`src/rtl/bsp_pkg.sv`:
```
package bsp_pkg;

  typedef enum logic [1:0] {
    TX_IDLE,
    TX_LEAD,
    TX_FRAME,
    TX_BITS
  } txState_t;

  typedef struct packed {
    logic rxShift;
    logic rxBit;
    logic rxCapture;
    logic rxCommit;
    logic txLoadShift;
    logic txShift;
    logic txDataEn;
  } bspStrobes_t;

endpackage

```
`src/rtl/bsp_ctrl.sv`:
```
module bsp_ctrl
  import bsp_pkg::*;
#(
  parameter int WORD_W = 16,
  parameter int RX_DIV = 3,
  parameter int TX_DIV = 2
) (
  input  logic        clk,
  input  logic        rstN,
  input  logic        cfgRxClkExt,
  input  logic        cfgTxClkCont,
  input  logic        cfgTxIdleHiZ,
  input  logic        rxClkIn,
  input  logic        rxFs,
  input  logic        rxData,
  input  logic        txHoldFull,
  output bspStrobes_t stb,
  output logic        rxClkOut,
  output logic        txClkOut,
  output logic        txFsOut,
  output logic        txOe
);

  localparam int RX_CW   = $clog2(RX_DIV);
  localparam int TX_CW   = $clog2(TX_DIV);
  localparam int TX_HALF = TX_DIV / 2;
  localparam int IDX_W   = $clog2(WORD_W);
  localparam logic [IDX_W-1:0] LAST_IDX = IDX_W'(WORD_W - 1);

  // Receive clock generation and external-clock synchronisation
  logic [RX_CW-1:0] rxDivCnt;
  logic [2:0]       clkSync;
  logic [1:0]       fsSync;
  logic [1:0]       dataSync;

  always_ff @(posedge clk or negedge rstN) begin
    if (!rstN) begin
      rxDivCnt <= '0;
      clkSync  <= '0;
      fsSync   <= '0;
      dataSync <= '0;
    end else begin
      rxDivCnt <= (rxDivCnt == RX_CW'(RX_DIV - 1)) ? '0 : rxDivCnt + 1'b1;
      clkSync  <= {clkSync[1:0], rxClkIn};
      fsSync   <= {fsSync[0], rxFs};
      dataSync <= {dataSync[0], rxData};
    end
  end

  logic rxClkGen, fallStb, fsBit, dataBit;
  assign rxClkGen = (rxDivCnt == '0);
  assign rxClkOut = rxClkGen;
  assign fallStb  = cfgRxClkExt ? (clkSync[2] & ~clkSync[1]) : rxClkGen;
  assign fsBit    = cfgRxClkExt ? fsSync[1]   : rxFs;
  assign dataBit  = cfgRxClkExt ? dataSync[1] : rxData;

  // Receive framing
  logic             rxActive;
  logic [IDX_W-1:0] rxBitCnt;
  logic [1:0]       rxPend;
  logic             lastBit;

  assign lastBit = fallStb & rxActive & (rxBitCnt == LAST_IDX);

  always_ff @(posedge clk or negedge rstN) begin
    if (!rstN) begin
      rxActive <= 1'b0;
      rxBitCnt <= '0;
      rxPend   <= '0;
    end else if (fallStb) begin
      if (lastBit) rxActive <= 1'b0;
      if (rxActive) rxBitCnt <= rxBitCnt + 1'b1;
      if (fsBit) begin
        rxActive <= 1'b1;
        rxBitCnt <= '0;
      end
      if (lastBit) rxPend <= 2'd2;
      else if (rxPend != 2'd0) rxPend <= rxPend - 2'd1;
    end
  end

  // Transmit bit clock and sequencer
  logic [TX_CW-1:0] txDivCnt;
  logic             txTick;
  txState_t         txState;
  logic [IDX_W-1:0] txIdx;
  logic             txFsReg;

  assign txTick = (txDivCnt == TX_CW'(TX_DIV - 1));

  always_ff @(posedge clk or negedge rstN) begin
    if (!rstN) txDivCnt <= '0;
    else       txDivCnt <= txTick ? '0 : txDivCnt + 1'b1;
  end

  always_ff @(posedge clk or negedge rstN) begin
    if (!rstN) begin
      txState <= TX_IDLE;
      txIdx   <= '0;
      txFsReg <= 1'b0;
    end else if (txTick) begin
      case (txState)
        TX_IDLE:  if (txHoldFull) txState <= TX_LEAD;
        TX_LEAD: begin
          txState <= TX_FRAME;
          txFsReg <= 1'b1;
        end
        TX_FRAME: begin
          txState <= TX_BITS;
          txIdx   <= LAST_IDX;
          txFsReg <= 1'b0;
        end
        TX_BITS: begin
          if (txIdx == '0) begin
            if (txFsReg) begin
              txIdx   <= LAST_IDX;
              txFsReg <= 1'b0;
            end else begin
              txState <= TX_IDLE;
            end
          end else begin
            txIdx <= txIdx - 1'b1;
            if (txIdx == IDX_W'(1)) txFsReg <= txHoldFull;
          end
        end
        default: txState <= TX_IDLE;
      endcase
    end
  end

  logic txBusy, phaseHigh;
  assign txBusy    = (txState != TX_IDLE);
  assign phaseHigh = (txDivCnt < TX_CW'(TX_HALF));
  assign txOe      = ~cfgTxIdleHiZ | txBusy;
  assign txClkOut  = phaseHigh & (cfgTxClkCont | txBusy) & txOe;
  assign txFsOut   = txFsReg;

  always_comb begin
    stb             = '0;
    stb.rxShift     = fallStb & rxActive;
    stb.rxBit       = dataBit;
    stb.rxCapture   = lastBit;
    stb.rxCommit    = fallStb & (rxPend == 2'd1);
    stb.txLoadShift = txTick & ((txState == TX_FRAME) |
                      ((txState == TX_BITS) & (txIdx == '0) & txFsReg));
    stb.txShift     = txTick & (txState == TX_BITS);
    stb.txDataEn    = (txState == TX_BITS);
  end

endmodule

```
`src/rtl/bsp_datapath.sv`:
```
module bsp_datapath
  import bsp_pkg::*;
#(
  parameter int WORD_W = 16
) (
  input  logic              clk,
  input  logic              rstN,
  input  bspStrobes_t       stb,
  input  logic              rxRead,
  input  logic [WORD_W-1:0] txWord,
  input  logic              txLoad,
  output logic [WORD_W-1:0] rxWord,
  output logic              rxReady,
  output logic              rxOverrun,
  output logic              txHoldFull,
  output logic              txBit
);

  logic [WORD_W-2:0] rxShiftReg;
  logic [WORD_W-1:0] rxStage;
  logic [WORD_W-1:0] txHold;
  logic [WORD_W-1:0] txShiftReg;

  always_ff @(posedge clk or negedge rstN) begin
    if (!rstN) begin
      rxShiftReg <= '0;
      rxStage    <= '0;
      rxWord     <= '0;
    end else begin
      if (stb.rxShift)   rxShiftReg <= {rxShiftReg[WORD_W-3:0], stb.rxBit};
      if (stb.rxCapture) rxStage    <= {rxShiftReg, stb.rxBit};
      if (stb.rxCommit)  rxWord     <= rxStage;
    end
  end

  always_ff @(posedge clk or negedge rstN) begin
    if (!rstN) begin
      rxReady   <= 1'b0;
      rxOverrun <= 1'b0;
    end else if (stb.rxCommit) begin
      rxReady   <= 1'b1;
      rxOverrun <= (rxReady | rxOverrun) & ~rxRead;
    end else if (rxRead) begin
      rxReady   <= 1'b0;
      rxOverrun <= 1'b0;
    end
  end

  always_ff @(posedge clk or negedge rstN) begin
    if (!rstN) begin
      txHold     <= '0;
      txHoldFull <= 1'b0;
      txShiftReg <= '0;
    end else begin
      if (txLoad) begin
        txHold     <= txWord;
        txHoldFull <= 1'b1;
      end else if (stb.txLoadShift) begin
        txHoldFull <= 1'b0;
      end
      if (stb.txLoadShift)  txShiftReg <= txHold;
      else if (stb.txShift) txShiftReg <= {txShiftReg[WORD_W-2:0], 1'b0};
    end
  end

  assign txBit = stb.txDataEn & txShiftReg[WORD_W-1];

endmodule

```
`src/rtl/bb_serial_port.sv`:
```
module bb_serial_port
  import bsp_pkg::*;
#(
  parameter int WORD_W = 16,
  parameter int RX_DIV = 3,
  parameter int TX_DIV = 2
) (
  input  logic              clk,
  input  logic              rstN,
  input  logic              cfgRxClkExt,
  input  logic              cfgTxClkCont,
  input  logic              cfgTxIdleHiZ,
  input  logic              rxClkIn,
  output logic              rxClkOut,
  output logic              rxClkOe,
  input  logic              rxFs,
  input  logic              rxData,
  output logic [WORD_W-1:0] rxWord,
  output logic              rxReady,
  output logic              rxOverrun,
  input  logic              rxRead,
  input  logic [WORD_W-1:0] txWord,
  input  logic              txLoad,
  output logic              txEmpty,
  output logic              txClkOut,
  output logic              txFsOut,
  output logic              txDataOut,
  output logic              txOe
);

  bspStrobes_t stb;
  logic        txHoldFull;
  logic        txBit;

  bsp_ctrl #(.WORD_W(WORD_W), .RX_DIV(RX_DIV), .TX_DIV(TX_DIV)) u_ctrl (
    .clk         (clk),
    .rstN        (rstN),
    .cfgRxClkExt (cfgRxClkExt),
    .cfgTxClkCont(cfgTxClkCont),
    .cfgTxIdleHiZ(cfgTxIdleHiZ),
    .rxClkIn     (rxClkIn),
    .rxFs        (rxFs),
    .rxData      (rxData),
    .txHoldFull  (txHoldFull),
    .stb         (stb),
    .rxClkOut    (rxClkOut),
    .txClkOut    (txClkOut),
    .txFsOut     (txFsOut),
    .txOe        (txOe)
  );

  bsp_datapath #(.WORD_W(WORD_W)) u_dp (
    .clk       (clk),
    .rstN      (rstN),
    .stb       (stb),
    .rxRead    (rxRead),
    .txWord    (txWord),
    .txLoad    (txLoad),
    .rxWord    (rxWord),
    .rxReady   (rxReady),
    .rxOverrun (rxOverrun),
    .txHoldFull(txHoldFull),
    .txBit     (txBit)
  );

  assign rxClkOe   = ~cfgRxClkExt;
  assign txEmpty   = ~txHoldFull;
  assign txDataOut = txBit;

endmodule

```
`config.mk`:
```
export PLATFORM = sky130hd
export DESIGN_NAME = bb_serial_port
export DESIGN_NICKNAME = d
export VERILOG_FILES = /design/src/rtl/bsp_pkg.sv /design/src/rtl/bsp_ctrl.sv /design/src/rtl/bsp_datapath.sv /design/src/rtl/bb_serial_port.sv
export SDC_FILE = /design/constraint.sdc
export NUM_CORES = 1
export LEC_CHECK = 0
export BUFFER_PORTS_ARGS = -buffer_cell sky130_fd_sc_hd__buf_4
export CORE_MARGIN = 2
export CORE_UTILIZATION = 55
export CTS_CLUSTER_DIAMETER = 100
export DETAILED_ROUTE_END_ITERATION = 16
export GPL_ROUTABILITY_DRIVEN = 0
export PLACE_DENSITY = 0.82
export SYNTH_ARGS = -nofsm -noshare
export SYNTH_HDL_FRONTEND = slang
export SYNTH_SLANG_ARGS = --single-unit
```
`constraint.sdc`:
```
create_clock -name clk -period 2 [get_ports clk]
set_input_delay 0.2 -clock clk [delete_from_list [all_inputs] [get_ports clk]]
set_output_delay 0.2 -clock clk [all_outputs]
set_load 0.005 [all_outputs]
```
Yosys cells after proc, flatten, opt, wreduce, memory -nomap -nowiden
Index checks and enable logic that the tools add are counted.

storage, ports and cells
  register bits = 106
  ROM bits = 0
  memories = 0
  bits of input ports = 26
  bits in latches = 0
  output and inout port bits = 25
  memory bits (writable) = 0
  logic and storage cells = 105

operators by class
  shift-type cells = 0
  reductions and logical operators = 19
  $add $sub $neg = 5
  $lt $le $gt $ge = 1
  divide/modulo/power cells = 0
  multiply operators = 0
  bitwise operators = 21
  multiplexer cells = 28
  equality and inequality tests = 12

operators by type and width
  kind                                                                 count
  16-bit 2-to-1 mux                                                    2
  2-bit nonzero test                                                   9
  4-bit 2-to-1 mux                                                     4
  1-bit 2-to-1 mux                                                     13
  1-bit bitwise AND                                                    12
  2-bit 2-to-1 mux                                                     6
  2-bit one-hot mux with 4 select lines                                1
  4-bit one-hot mux with 2 select lines                                1
  2-bit == test (second input constant)                                3
  3-bit != test (second input constant)                                2
  2-bit AND reduction                                                  3
  3-bit AND reduction                                                  2
  1-bit NOT                                                            5
  4-bit by 1-bit adder with 4-bit output (second input constant)       1
  2-bit by 1-bit == test with 1-bit output (second input constant)     2
  4-bit by 1-bit == test with 1-bit output (second input constant)     1
  4-bit == test (second input constant)                                1
  2-bit zero test                                                      2
  4-bit zero test                                                      1
  2-bit != test (second input constant)                                2
  1-bit bitwise OR                                                     4
  4-bit AND reduction                                                  1
  4-bit by 1-bit subtractor with 4-bit output (second input constant)  1
  1-bit one-hot mux with 3 select lines                                1
  other kinds (6)                                                      6

Longest topological paths before layout
  word-level depth = 7
  mapped depth = 6
  mapped depth without buffers = 5

Hierarchy
Synthesis repeated with hierarchy kept, for this count alone.

unflattened totals
  cell total of the unflattened synthesis = 332
  area, all modules = 4635.7 um^2

modules (own cells, without submodules)
  module          cells each  times used  area an instance (um^2)  seq. area each (um^2)
  bsp_datapath    213         1           3405.8                   2052.0
  bsp_ctrl        117         1           1222.4                   600.6
  bb_serial_port  2           1           7.5                      0.0

Least setup slack after synthesis
OpenSTA, ideal clock, no wires.

  path kind = register to register
  start = register u_ctrl.txState[1]
  end = register u_dp.txShiftReg[12]
  slack = 0.187 ns
  setup time = 0.123 ns
  required time = 1.877 ns
  buffers on the path = 2
  period minus slack after synthesis = 1.813 ns
  data arrival time = 1.690 ns
  cell stages (with the launch flop) = 7
  path through = dfrtp_1 -> ha_1 -> buf_4 -> o21ai_1 -> clkbuf_1 -> or2b_1 -> o221a_2

on the way
  word-level cells in the longest chain between the ends = 6
  elaborated cells between the ends (all ways) = 9
  classes of those cells = eq/ne: 2; mux: 1; bitwise: 5; reduce/logical: 1

ends and longest elaborated chain
  item                                                            RTL line                          RTL
  from (decl)                                                     bsp_ctrl.sv:85                    txState_t txState;
  from (signal assigned)                                          bsp_ctrl.sv:98                    txState <= TX_IDLE;
  from (signal assigned)                                          bsp_ctrl.sv:103                   TX_IDLE: if (txHoldFull) txState <= TX_LEAD;
  from (signal assigned)                                          bsp_ctrl.sv:105                   txState <= TX_FRAME;
  2-bit == test                                                   bsp_ctrl.sv:145, bsp_ctrl.sv:146
  1-bit bitwise AND (2 in series)                                 bsp_ctrl.sv:145                   ((txState == TX_BITS) & (txIdx == '0) & txFsReg));
  1-bit bitwise OR                                                bsp_ctrl.sv:144                   stb.txLoadShift = txTick & ((txState == TX_FRAME) |
  1-bit bitwise AND                                               bsp_ctrl.sv:144
  16-bit 2-to-1 mux / 2-bit nonzero test (equally long branches)  n/a
  to (signal assigned)                                            bsp_datapath.sv:61                if (stb.txLoadShift) txShiftReg <= txHold;
  to (signal assigned)                                            bsp_datapath.sv:62                else if (stb.txShift) txShiftReg <= {txShiftReg[WORD_W-2:0], 1'b0};
  to (decl)                                                       bsp_datapath.sv:22                logic [WORD_W-1:0] txShiftReg;

Several ways; a longest one is shown, not always the timed one.
A chain may end at the register's enable or synchronous reset.

Worst setup path in the final report
  start = register u_ctrl.txIdx[1]
  end = register u_dp.txShiftReg[4]

on the way
  word-level cells in the longest chain between the ends = 6
  elaborated cells between the ends (all ways) = 7
  classes of those cells = mux: 1; bitwise: 4; reduce/logical: 2

ends and longest elaborated chain
  item                                                            RTL line         RTL
  from (decl)                                                     bsp_ctrl.sv:86   logic [IDX_W-1:0] txIdx;
  from (signal assigned)                                          bsp_ctrl.sv:122  txIdx <= txIdx - 1'b1;
  4-bit zero test *                                               bsp_ctrl.sv:145
  1-bit bitwise AND * (2 in series)                               bsp_ctrl.sv:145
  1-bit bitwise OR *                                              bsp_ctrl.sv:144
  1-bit bitwise AND *                                             bsp_ctrl.sv:144
  16-bit 2-to-1 mux / 2-bit nonzero test (equally long branches)  n/a

Mark *: on every way between the ends. The rest lies on a longest branch, timed or not.

==> impl_summary.txt <==
----------------------------------------------------
[Die]
  Die width ... 94.40 um
  Placeable Area ... 7807 um^2
  Floorplan die height ... 94.40 um
  Number of core rows ... 32
  Floorplan die area ... 8910 um^2
  Starting density of the core ... 0.5756
  I/O pin cnt ... 51

[Drt]
  Drt total wl ... 7938 um
  Vias per cell ... 5.596
  Number of violations reported at the end of detailed-routing iteration 0 ... 150
  Count of nets left with antenna violations after detail routing ... 0
  First-pass iteration count of the detailed router ... 4
  Post-detailed-route DRC marker count ... 0
  Average wire length per cell after detail routing ... 16.61 um
  Vias ... 2675

[Clock network]
  Buffer levels on the longest clock path ... 2
  H-tree levels ... 3
  Number of sinks on the clock net ... 106
  Clock tree from TritonCTS ... built
  Clock root buffer ... sky130_fd_sc_hd__clkbuf_8
  Latest clock arrival within the worst-skew pair ... 0.36 ns
  Clock buffers created by TritonCTS ... 9
  CTS clk-pin slew, worst paths ... 0.10 ns

[Pwr]
  Total power after layout ... 5.866 mW
  Cell internal pwr ... 4.087 mW
  Combinational power share ... 0.277
  Switching component of the power ... 1.779 mW
  Largest vdd supply drop ... 469.8 uV
  Proportion of power drawn by the clock network ... 0.232
  Power per Cell Area ... 1119 nW/um^2
  Sequential fraction of design power ... 0.492
  Net Sw Frac ... 0.3032
  Leakage Power ... 2.464 nW

[Logic synthesis]
  Fraction of post-synthesis cell area in the top cell type by area ... 0.5902
  Part of the Yosys area used for sequential elements ... 0.5902
  Number of enable-type register cells in the synthesized netlist ... 0
  Synth Area per Inst ... 14.40 um^2
  Largest cells by area after synthesis ... sky130_fd_sc_hd__dfrtp_1 59%, sky130_fd_sc_hd__mux2_2 14%, sky130_fd_sc_hd__o221a_2 3.8%, sky130_fd_sc_hd__mux2_4 3.3%, sky130_fd_sc_hd__ha_1 2.5%
  Warnings, synthesis ... 0
  Number of storage elements in the synthesis netlist ... 106
  Cell taking the most area after synthesis ... sky130_fd_sc_hd__dfrtp_1
  Primary FF master, synth ... sky130_fd_sc_hd__dfrtp_1
  Synth Instances ... 312
  Cell area after technology mapping ... 4494 um^2
  Synthesized net count ... 347
  Post-synthesis async set-or-reset flop share ... 1.000
  Cell variety after synth ... 50

[Critical path]
  Worst path required time ... 2.24 ns
  Largest driver fanout on the critical path ... 17
  Kind of end point of the critical path ... register
  Critical path class ... reg2reg
  Arrival time worst endpoint ... 2.03 ns
  Sort of element at the start of the critical path ... register

[Timing]
  Number of hold violations in the final report ... 0
  RSZ-0062 raised after global routing ... no
  Maximum clock frequency ... 560.3 MHz
  Final Max Tran Viols ... 0
  Worst Tran Pin Value ... 0.6358 ns
  Worst Clk Skew ... 0.01464 ns
  Hold Slack ... 0.04160 ns
  Count of final setup violators ... 0
  Clock period minus final worst setup slack ... 1.785 ns
  Accumulated negative setup slack ... 0 ns
  Part of the cycle the worst path needs ... 0.8924
  Worst slew margin relative to its limit ... 0.5745

[Global routing]
  Antenna violations before repair ... 0
  Met2 track utilization from global routing ... 0.3185
  Met1 Track Usage GR ... 0.2615
  Aggregate global-route resource usage ... 0.1961
  Congestion Overflow GR ... 0
  Pin count of the biggest net entering global routing ... 62
  First-pass GRT wire length ... 13460 um
  Most utilized layer in the global route result ... met2
  Via count of the first global-routing pass ... 2804
  Met3 capacity usage during global routing ... 0.05666

[Placed design]
  Port Buffers ... 50
  HPWL after detailed placement ... 5445 um

[Final layout]
  Share of layout cells above drive strength 1 ... 0.4362
  Number of antenna diodes ... 0
  Area taken by multi-input logic gates ... 1705 um^2
  Combined flip-flop and latch cell area ... 2653 um^2
  # nets final ... 406
  Fillcell total ... 557
  Signed area change from the synthesized netlist to the final layout ... 16.59%

[Run status]
  Result of the run ... complete, no violations

[Job]
  Maximum capacitance violations ... 0

[Hold path]
  Classification of the worst-slack hold path ... in2reg

----------------------------------------------------
[cell families after synthesis]
family,synth area share
AO/OA/AOI/OAI,0.1038
AND/OR/NAND/NOR,0.07044
flip-flops,0.5902
buffers and inverters,0.03452
adder cells (fa/ha/maj),0.02506
multiplexers,0.1759
[synth_stat cells, drive strengths merged (2+ instances only)]
cell type / n
dfrtp: 106
mux2: 66
inv: 16
o221a: 15
nand2b: 14
o21ai: 10
buf: 9
ha: 9
nand2: 7
a21oi: 5
nor2: 5
o22ai: 5
a22o: 3
and2: 3
clkbuf: 3
nor2b: 3
or2b: 3
a21o: 2
a22oi: 2
nand3b: 2
nor3: 2
o2111ai: 2
[path summary, 6_finish.rpt]
check	from	endpoint	slack (ns)	cells after the start
min in group asynchronous	rstN	u_dp.txHold[11]	0.32	2
worst max register to register	u_ctrl.txIdx[1]	u_dp.txShiftReg[4]	0.22	5
worst min-delay path	rxRead	u_dp.rxOverrun	0.04	2
max in group asynchronous	rstN	u_ctrl.dataSync[1]	1.01	3
worst min register to register	u_ctrl.clkSync[0]	u_ctrl.clkSync[1]	0.36	0
worst max-delay path	u_ctrl.txIdx[1]	u_dp.txShiftReg[4]	0.22	5
[sequential cells by signal, indices dropped and copies added (netlist names), 3 cells and up]
register	flops
u_dp.rxStage	16
u_dp.rxShiftReg	15
u_dp.txShiftReg	16
u_dp.rxWord	16
u_ctrl.rxBitCnt	4
u_ctrl.txIdx	4
u_dp.txHold	16
u_ctrl.clkSync	3
[area by class of cell]
class,count,share of cell area
sequential,106,0.5062
multi-input combinational,178,0.3255
timing repair buffer,60,0.09265
clock buffer,10,0.02627
tap,102,0.02436
clock inverter,6,0.01361
inverter,16,0.01146
[routing by layer]
metal / wire, um / vias up / part of all wire
met5: 0 / - / 0
met4: 76 / 0 / 0.0096
met3: 293 / 8 / 0.037
met2: 4044 / 53 / 0.51
met1: 3524 / 1372 / 0.44
li1: - / 1242 / -
[power by group through the flow]
stage,Combinational (mW),Clock (mW),Sequential [mW]
2_1_floorplan,1.20,0,2.81
6_report,1.62,1.36,2.89
4_1_cts,1.62,1.39,2.88
3_5_place_dp,1.61,0,2.91
3_3_place_gp,1.50,0,2.89
5_1_grt,1.83,1.50,2.94
[layout by cell type, fill, tap and decap left out, drive strengths merged, types with 2 or more instances in the layout]
cell         synthesis  layout
nand2                7       7
o2111ai              2       2
a22o                 3       3
o221a               15      15
nand3b               2       2
mux2                66      66
nor3                 2       2
buf                  9      56
ha                   9       9
a22oi                2       2
a21oi                5       5
nor2                 5       5
nor2b                3       3
dlygate4sd3          0       4
inv                 16      19
or2b                 3       3
and2                 3       3
a21o                 2       2
nand2b              14      14
o22ai                5       5
clkbuf               3      10
o21ai               10      10
dfrtp              106     106
[repair_timing]
action | in CTS | in global routing
gates resized for setup | 0 | 3
hold endpoints to repair | 36 | 0
setup endpoints to repair | 0 | 16
hold buffers | 4 | 0
setup buffers | 0 | 0
[stage by stage]
step	area [um^2]	cells	setup slack, ns	utilization
final	5240	478	0.2152	0.6712
after floorplan	4494	312	0.1872	-
after global placement	4972	458	0.1214	0.6369
after global routing	5240	478	0.07417	0.6712
after CTS	5221	478	0.04756	0.6688
after detailed placement	4972	458	0.05361	0.6369
[worst max-delay path, cell delays in order (launching register included)]
cell and delay [ns]:
sky130_fd_sc_hd__dfrtp_1 0.39, sky130_fd_sc_hd__inv_1 0.11, sky130_fd_sc_hd__ha_1 0.21, sky130_fd_sc_hd__nor3b_4 0.33
sky130_fd_sc_hd__a32oi_4 0.29, sky130_fd_sc_hd__o221a_2 0.34
Power figures use the tool's default switching activity.
